===== config.mk =====
export PLATFORM = sky130hd
export DESIGN_NAME = mem_write_seq
export DESIGN_NICKNAME = d
export VERILOG_FILES = /design/src/rtl/mws_pkg.sv /design/src/rtl/mws_gap_cnt.sv /design/src/rtl/mws_ctrl.sv /design/src/rtl/mws_outdec.sv /design/src/rtl/mws_datapath.sv /design/src/rtl/mem_write_seq.sv
export SDC_FILE = /design/constraint.sdc
export NUM_CORES = 1
export LEC_CHECK = 0
export BUFFER_PORTS_ARGS = -buffer_cell sky130_fd_sc_hd__clkbuf_2
export CAP_MARGIN = 20
export CORE_UTILIZATION = 40
export DETAILED_ROUTE_END_ITERATION = 16
export GPL_ROUTABILITY_DRIVEN = 0
export MAX_ROUTING_LAYER = met4
export PLACE_DENSITY = 0.72
export SETUP_SLACK_MARGIN = 0.05
export SLEW_MARGIN = 40
export SYNTH_ARGS = -nofsm -noshare
export SYNTH_HDL_FRONTEND = slang
export SYNTH_SLANG_ARGS = --single-unit

===== constraint.sdc =====
create_clock -name clk_i -period 2.3 [get_ports clk_i]
set_input_delay 0.46 -clock clk_i [delete_from_list [all_inputs] [get_ports clk_i]]
set_output_delay 0.46 -clock clk_i [all_outputs]
set_load 0.005 [all_outputs]

===== src/rtl/mws_pkg.sv =====
package mws_pkg;
  typedef enum logic [2:0] {
    ST_IDLE,
    ST_LD_MAR,
    ST_WAIT,
    ST_MREQ,
    ST_LD_MDR,
    ST_WREQ,
    ST_DONE
  } mws_state_e;
endpackage


===== src/rtl/mws_gap_cnt.sv =====
module mws_gap_cnt #(
  parameter int unsigned W = 2
) (
  input  logic         clk_i,
  input  logic         rst_ni,
  input  logic         load_i,
  input  logic [W-1:0] load_val_i,
  input  logic         dec_i,
  output logic         zero_o
);
  logic [W-1:0] cnt_q;

  always_ff @(posedge clk_i or negedge rst_ni) begin
    if (!rst_ni)                    cnt_q <= '0;
    else if (load_i)                cnt_q <= load_val_i;
    else if (dec_i && cnt_q != '0)  cnt_q <= cnt_q - 1'b1;
  end

  assign zero_o = (cnt_q == '0);
endmodule


===== src/rtl/mws_ctrl.sv =====
module mws_ctrl
  import mws_pkg::*;
#(
  parameter int unsigned REQ_GAP = 3,
  parameter int unsigned GAP_W   = 2
) (
  input  logic             clk_i,
  input  logic             rst_ni,
  input  logic             start_i,
  input  logic             mem_ack_i,
  input  logic             gap_zero_i,
  output mws_state_e       state_o,
  output logic             capture_o,
  output logic             gap_load_o,
  output logic [GAP_W-1:0] gap_load_val_o,
  output logic             gap_dec_o
);
  localparam int unsigned WAIT_CYC = REQ_GAP - 1;
  localparam int unsigned LOAD_VAL = (REQ_GAP > 1) ? REQ_GAP - 2 : 0;

  mws_state_e state_q, state_d;

  always_comb begin
    state_d    = state_q;
    capture_o  = 1'b0;
    gap_load_o = 1'b0;
    gap_dec_o  = 1'b0;
    unique case (state_q)
      ST_IDLE: if (start_i) begin
        capture_o = 1'b1;
        state_d   = ST_LD_MAR;
      end
      ST_LD_MAR: begin
        gap_load_o = 1'b1;
        state_d    = (WAIT_CYC == 0) ? ST_MREQ : ST_WAIT;
      end
      ST_WAIT: begin
        // leave after exactly REQ_GAP-1 wait cycles
        if (gap_zero_i) state_d = ST_MREQ;
        else            gap_dec_o = 1'b1;
      end
      ST_MREQ:   state_d = ST_LD_MDR;
      ST_LD_MDR: state_d = ST_WREQ;
      ST_WREQ:   if (mem_ack_i) state_d = ST_DONE;
      ST_DONE:   state_d = ST_IDLE;
      default:   state_d = ST_IDLE;
    endcase
  end

  always_ff @(posedge clk_i or negedge rst_ni) begin
    if (!rst_ni) state_q <= ST_IDLE;
    else         state_q <= state_d;
  end

  assign state_o        = state_q;
  assign gap_load_val_o = GAP_W'(LOAD_VAL);
endmodule


===== src/rtl/mws_outdec.sv =====
module mws_outdec
  import mws_pkg::*;
#(
  parameter int unsigned SRC_W    = 3,
  parameter logic [SRC_W-1:0] SRC_CODE = 3'd5
) (
  input  mws_state_e       state_i,
  output logic             ld_mar_o,
  output logic             ld_mdr_o,
  output logic             mem_req_o,
  output logic             wr_req_o,
  output logic             src_en_o,
  output logic [SRC_W-1:0] src_sel_o,
  output logic             busy_o,
  output logic             done_o
);
  always_comb begin
    ld_mar_o  = (state_i == ST_LD_MAR);
    ld_mdr_o  = (state_i == ST_LD_MDR);
    mem_req_o = (state_i == ST_MREQ);
    wr_req_o  = (state_i == ST_WREQ);
    done_o    = (state_i == ST_DONE);
    busy_o    = (state_i != ST_IDLE);
    src_en_o  = ld_mar_o | ld_mdr_o;
    src_sel_o = src_en_o ? SRC_CODE : '0;
  end
endmodule


===== src/rtl/mws_datapath.sv =====
module mws_datapath #(
  parameter int unsigned AW = 12,
  parameter int unsigned DW = 16
) (
  input  logic          clk_i,
  input  logic          rst_ni,
  input  logic          capture_i,
  input  logic [AW-1:0] addr_i,
  input  logic [DW-1:0] data_i,
  input  logic          sel_addr_i,
  input  logic          sel_data_i,
  output logic [DW-1:0] bus_o
);
  logic [DW-1:0] addr_ext, addr_q, data_q;

  generate
    if (AW == DW) begin : g_addr_full
      assign addr_ext = addr_i;
    end else begin : g_addr_pad
      assign addr_ext = {{(DW-AW){1'b0}}, addr_i};
    end
  endgenerate

  always_ff @(posedge clk_i or negedge rst_ni) begin
    if (!rst_ni) begin
      addr_q <= '0;
      data_q <= '0;
    end else if (capture_i) begin
      addr_q <= addr_ext;
      data_q <= data_i;
    end
  end

  always_comb begin
    bus_o = '0;
    if (sel_addr_i)      bus_o = addr_q;
    else if (sel_data_i) bus_o = data_q;
  end
endmodule


===== src/rtl/mem_write_seq.sv =====
module mem_write_seq
  import mws_pkg::*;
#(
  parameter int unsigned AW       = 12,
  parameter int unsigned DW       = 16,
  parameter int unsigned REQ_GAP  = 3,
  parameter logic [2:0]  SRC_CODE = 3'd5
) (
  input  logic          clk_i,
  input  logic          rst_ni,
  input  logic          start_i,
  input  logic [AW-1:0] addr_i,
  input  logic [DW-1:0] data_i,
  input  logic          mem_ack_i,
  output logic          src_en_o,
  output logic [2:0]    src_sel_o,
  output logic          ld_mar_o,
  output logic          ld_mdr_o,
  output logic [DW-1:0] bus_o,
  output logic          mem_req_o,
  output logic          wr_req_o,
  output logic          busy_o,
  output logic          done_o
);
  localparam int unsigned GAP_W = (REQ_GAP < 2) ? 1 : $clog2(REQ_GAP);

  mws_state_e       state;
  logic             capture, gap_load, gap_dec, gap_zero;
  logic [GAP_W-1:0] gap_load_val;

  mws_ctrl #(.REQ_GAP(REQ_GAP), .GAP_W(GAP_W)) u_ctrl (
    .clk_i          (clk_i),
    .rst_ni         (rst_ni),
    .start_i        (start_i),
    .mem_ack_i      (mem_ack_i),
    .gap_zero_i     (gap_zero),
    .state_o        (state),
    .capture_o      (capture),
    .gap_load_o     (gap_load),
    .gap_load_val_o (gap_load_val),
    .gap_dec_o      (gap_dec)
  );

  mws_gap_cnt #(.W(GAP_W)) u_gap (
    .clk_i      (clk_i),
    .rst_ni     (rst_ni),
    .load_i     (gap_load),
    .load_val_i (gap_load_val),
    .dec_i      (gap_dec),
    .zero_o     (gap_zero)
  );

  mws_outdec #(.SRC_W(3), .SRC_CODE(SRC_CODE)) u_dec (
    .state_i   (state),
    .ld_mar_o  (ld_mar_o),
    .ld_mdr_o  (ld_mdr_o),
    .mem_req_o (mem_req_o),
    .wr_req_o  (wr_req_o),
    .src_en_o  (src_en_o),
    .src_sel_o (src_sel_o),
    .busy_o    (busy_o),
    .done_o    (done_o)
  );

  mws_datapath #(.AW(AW), .DW(DW)) u_dp (
    .clk_i      (clk_i),
    .rst_ni     (rst_ni),
    .capture_i  (capture),
    .addr_i     (addr_i),
    .data_i     (data_i),
    .sel_addr_i (ld_mar_o),
    .sel_data_i (ld_mdr_o),
    .bus_o      (bus_o)
  );
endmodule


---- After elaboration in Yosys (flattened, before gate mapping) ----
Cells that the tools add are included.
Widths: inputs -> output; s select.
storage, ports and cells
  memories kept ........................... 0
  output and inout bits ................... 26
  flip-flop bits (word level) ............. 33
  logic and storage cells ................. 36
  input bits .............................. 32
  ROM bits ................................ 0
  RAM bits ................................ 0
  latch bits .............................. 0
operators by class
  magnitude comparators ................... 0
  divide/modulo/power cells ............... 0
  reductions and logical operators ........ 7
  equal/unequal tests ..................... 9
  bitwise gates (word level) .............. 1
  $mul .................................... 0
  shift operators ......................... 0
  $add $sub $neg .......................... 1
  muxes and demuxes ....................... 14
operators by type and width
  cell                 count
  $mux 16              2
  $pmux 3 s6           1
  $mux 3               4
  $eq 3x3->1 const B   3
  $eq 3x2->1 const B   2
  $ne 2x2->1 const B   3
  $mux 1               5
  $mux 2               2
  $reduce_bool 2->1    2
  $eq 3x1->1 const B   1
  $logic_not 3->1      1
  $reduce_and 3->1     1
  $reduce_bool 3->1    1
  $logic_not 2->1      1
  $sub 2x1->2 const B  1
  $logic_and 1x1->1    1
  $or 1x1->1           1

---- Longest topological paths before layout ----
  depth after elaboration ................. 6
  gate-level depth with buffers ........... 5
  depth with buffers taken out ............ 5

---- Cells and area by module ----
Synthesis repeated with hierarchy kept, for this count alone.
unflattened totals
  cells, all modules ...................... 127
  area total of the unflattened synthesis .. 1721.7 um^2
modules (own cells, without submodules)
  module        cells an instance  times used  area an instance (um^2)  seq. area each (um^2)
  mws_datapath  79                 1           1306.3                   700.7
  mws_ctrl      21                 1           207.7                    75.1
  mws_gap_cnt   13                 1           132.6                    50.0
  mws_outdec    14                 1           75.1                     0.0

---- Least setup slack after synthesis ----
Ideal clock, no wire load.
  kind .................................... register to output
  start ................................... reg u_ctrl.state_q[2], in the netlist u_ctrl.state_o[2]
  end ..................................... out src_sel_o[0]
  buffers on the path ..................... 3
  path slack .............................. 0.606 ns
  arrival time ............................ 1.234 ns
  required time ........................... 1.840 ns
  stages on the path, launching flop included .. 6
  path through ............................ dfrtp_1 -> buf_2 -> and2b_1 -> buf_2 -> o21ba_2 -> buf_4
on the way
  longest elaborated chain between the ends .. 3
  elaborated cells on any way between the ends .. 4
  classes of those cells .................. eq/ne: 2; mux: 1; bitwise: 1
RTL lines
  element                                   RTL line                            text
  start, declared                           mws_ctrl.sv:21                      mws_state_e state_q, state_d;
  start signal, assigned                    mws_ctrl.sv:52                      else state_q <= state_d;
  $eq 3x1->1 or $eq 3x3->1 (tied branches)  mws_outdec.sv:18, mws_outdec.sv:19
  $or 1x1->1 (*)                            mws_outdec.sv:24                    src_en_o = ld_mar_o | ld_mdr_o;
  named net src_en_o                        mem_write_seq.sv:15                 output logic src_en_o,
  $mux 3 (*)                                mws_outdec.sv:25                    src_sel_o = src_en_o ? SRC_CODE : '0;
  end, declared                             mem_write_seq.sv:16                 output logic [2:0] src_sel_o,
The timed path passes the listed nets; every way through them passes the cells marked *.

---- Worst setup path after layout ----
  start ................................... reg u_ctrl.state_q[0], in the netlist u_ctrl.state_o[0]
  end ..................................... out bus_o[0]
on the way
  longest elaborated chain between the ends .. 3
  elaborated cells on any way between the ends .. 4
  classes of those cells .................. eq/ne: 2; mux: 2
RTL lines
  element        RTL line             text
  $eq 3x3->1     mws_outdec.sv:19     ld_mdr_o = (state_i == ST_LD_MDR);
  $mux 16        mws_datapath.sv:37   else if (sel_data_i) bus_o = data_q;
  $mux 16 (*)    mws_datapath.sv:36   if (sel_addr_i) bus_o = addr_q;
  end, declared  mem_write_seq.sv:19  output logic [DW-1:0] bus_o,
Every way passes the cells marked *; elsewhere a longest branch is shown, timed or not.

==> flow_summary.toml <==
[timing]
grt_setup_unrepaired = "no"
clock_skew_ps = 4.94
slew_viol_final = 0
finalHoldViolCount = 0
fin_setup_tns_ps = 0
period_share = 0.906
timing.fmax_mhz = 480
fin_crit_ps = 2080
finalSetupViolations = 0

[route]
dr.pass1.iters = 3
vias_per_cell = 4.95
drc_errors = 0
drt-met1-wl_um = 1670
wl_um = 3510
routed.top_layer = "met4"
initialDrtViolationCount = 78
avgRoutedWirePerCell_um = 14.5
wl_met3_um = 249
dr_wl_met2_um = 1550
ant_nets = 0
vias = 1198

[clock_network]
post-cts-setup-buffer-count = 0
cts.root.buffer_cell = "clkbuf_8"
cts.htree.levels = 2
cts_tree = "built"
path_clk_slew_ps = 70
clk-insertion-delay-late_ps = 280
cts.sink_count = 33
cts_made_buffers = 5
ctsHoldBuffers = 0
cts_buffer_depth = 2

[yosys]
ys_seq_area_frac = 0.489
synthTopCellsByCount = "dfrtp_1 (33), mux2_4 (20), nor2_1 (16)"
yosysWarnings = 0
synthArstFlopShare = 1.00
ys_ff_latch = 33
yosysTopAreaCellShare = 0.489
synth_area_per_cell_um2 = 12.5
syn_inst = 135
yosysUniqueCellTypes = 31
syn_area_um2 = 1690
synth_largest_area_cell = "dfrtp_1"
synth_edf_count = 0
synthFlopType = "dfrtp_1"
netlist_top_cells_area = "dfrtp_1 (49%), mux2_4 (18%), a22oi_1 (5.3%)"
synthMostInstantiatedCell = "dfrtp_1"
synth_nets = 168

[global_routing]
antenna_found_initial = 0
grt_max_degree = 34
grt_pass1_wl_um = 5480
grt-ovfl-total = 0
grt_use_total = 0.172
grt_pass1_vias = 1202

[place]
hpwl_um = 2510
io_buffers = 56
placed_cells = 234

[worst_setup_path]
path_class = "reg2out"
crit_chain = "nor2b_1, buf_4, a22oi_1, nor2_1, clkbuf_2"
cp-start-kind = "register"
worstSetupEndpointType = "output port"
r2r_start = "u_ctrl.state_o[0]$_DFFE_PN0P_"
setup.worst_path.start = "u_ctrl.state_o[0]$_DFFE_PN0P_"
cp_slowest_cell = "dfrtp_1"
cp.arrival_ps = 1620
max_stage_delay_ps = 500
cp_max_fo = 12
required_ps = 1840

[layout]
fin_nets = 224
multi_input_area_um2 = 751
area_growth_pct = 23.8
fillers = 372
final_cell_count_no_fill = 242
drive_above_1_share = 0.521
n_antenna_cell = 0
regArea_um2 = 827

[floorplan]
start_util = 0.419
die_h_um = 67.0
ios = 58
die_w_um = 67.0
fp.dieArea_um2 = 4480
core_um2 = 4030
fp-row-count = 23

[worst_hold_path]
hold_class = "in2async"

[power]
internal_power_mw = 1.90
ir_worst_vdd_v = 0.000546
p_leak_nw = 1.03
p_clk_frac = 0.168
sw_frac_of_total = 0.333
combPwrFrac = 0.444
power.switching_mw = 0.949
p_seq_frac = 0.388
power_density_nw_per_um2 = 1360

[flow_run]
cap_viol_max_count = 0

[status]
outcome = "completed"
==> through the flow <==
stage | util | power [mW] | hold slack, ps | area (um^2) | setup WS, ps
after floorplan | - | 2.04 | 164 | 1690 | 606
after global placement | 0.493 | 2.35 | 485 | 1980 | 480
after detailed placement | 0.493 | 2.38 | 494 | 1980 | 458
after CTS | 0.518 | 2.89 | 287 | 2090 | 112
after global routing | 0.519 | 3.06 | 136 | 2090 | 53.2
final | 0.519 | 2.85 | 115 | 2090 | 216
==> registers in the layout (all words and copies together) (netlist names) <==
register / count
u_dp.data_q: 16
u_dp.addr_q: 12
u_ctrl.state_o: 3
u_gap.cnt_q: 2
==> final cells by class <==
| type | instances | share of cell area |
|---|---|---|
| Clock inverter | 1 | 0.00240 |
| Inverter | 4 | 0.00719 |
| Multi-Input combinational cell | 86 | 0.359 |
| Tap cell | 50 | 0.0299 |
| Clock buffer | 7 | 0.0461 |
| Sequential cell | 33 | 0.396 |
| Timing Repair Buffer | 61 | 0.159 |
==> worst max-delay path, delay by kind of cell (launching register included) <==
| family | cells | cell delay, ps |
|---|---|---|
| AND/OR/NAND/NOR | 2 | 370 |
| buffers and inverters | 2 | 350 |
| flip-flops | 1 | 500 |
| AO/OA/AOI/OAI | 1 | 110 |
==> worst paths after layout <==
check                                                      to  slack, ps  cells after the start
worst min-delay path            u_ctrl.state_o[0]$_DFFE_PN0P_        120                      1
worst max register to register     u_dp.addr_q[3]$_DFFE_PN0P_        530                      4
max in group asynchronous       u_ctrl.state_o[2]$_DFFE_PN0P_       1870                      1
worst min register to register     u_dp.data_q[7]$_DFFE_PN0P_        510                      1
min in group clk_i                u_dp.addr_q[11]$_DFFE_PN0P_        400                      2
worst max-delay path                                 bus_o[0]        220                      5
==> power groups by stage <==
stage | sequential, mW | clock (mW) | combinational, mW
2_1_floorplan | 1.00 | 0 | 1.03
3_3_place_gp | 1.10 | 0 | 1.25
3_5_place_dp | 1.10 | 0 | 1.28
4_1_cts | 1.10 | 0.501 | 1.28
5_1_grt | 1.14 | 0.517 | 1.41
6_report | 1.11 | 0.480 | 1.26
==> layer usage <==
metal / GRT usage / vias to the layer above
met4: 0.0479 / 0
li1: - / 576
met1: 0.224 / 568
met3: 0.0531 / 4
met5: - / -
met2: 0.259 / 50
==> placed cells by master, fill, tap and decap left out, drive strengths merged, types with 2 or more instances in the layout <==
master / n
a22oi: 12
and2: 5
buf: 6
clkbuf: 62
dfrtp: 33
inv: 4
mux2: 28
nand2b: 2
nor2: 16
nor2b: 3
o21a: 2
o21ai: 4
==> cells by family (layout without fill, tap and decap cells) <==
family	count (synthesis)	after routing	share of synthesized area
simple gates	31	31	0.0934
fa+ha+maj	1	1	0.00741
other cells	1	1	0.00222
xor+xnor	1	1	0.00519
buf+inv	16	73	0.0697
compound gates	24	24	0.102
mux	28	28	0.231
flops	33	33	0.489
==> timing repair <==
action / 4_1_cts / 5_1_grt
setup endpoints to repair: 0 / 13
hold endpoints to repair: 0 / 0
resized for setup: 0 / 1
Power figures use the tool's default switching activity.
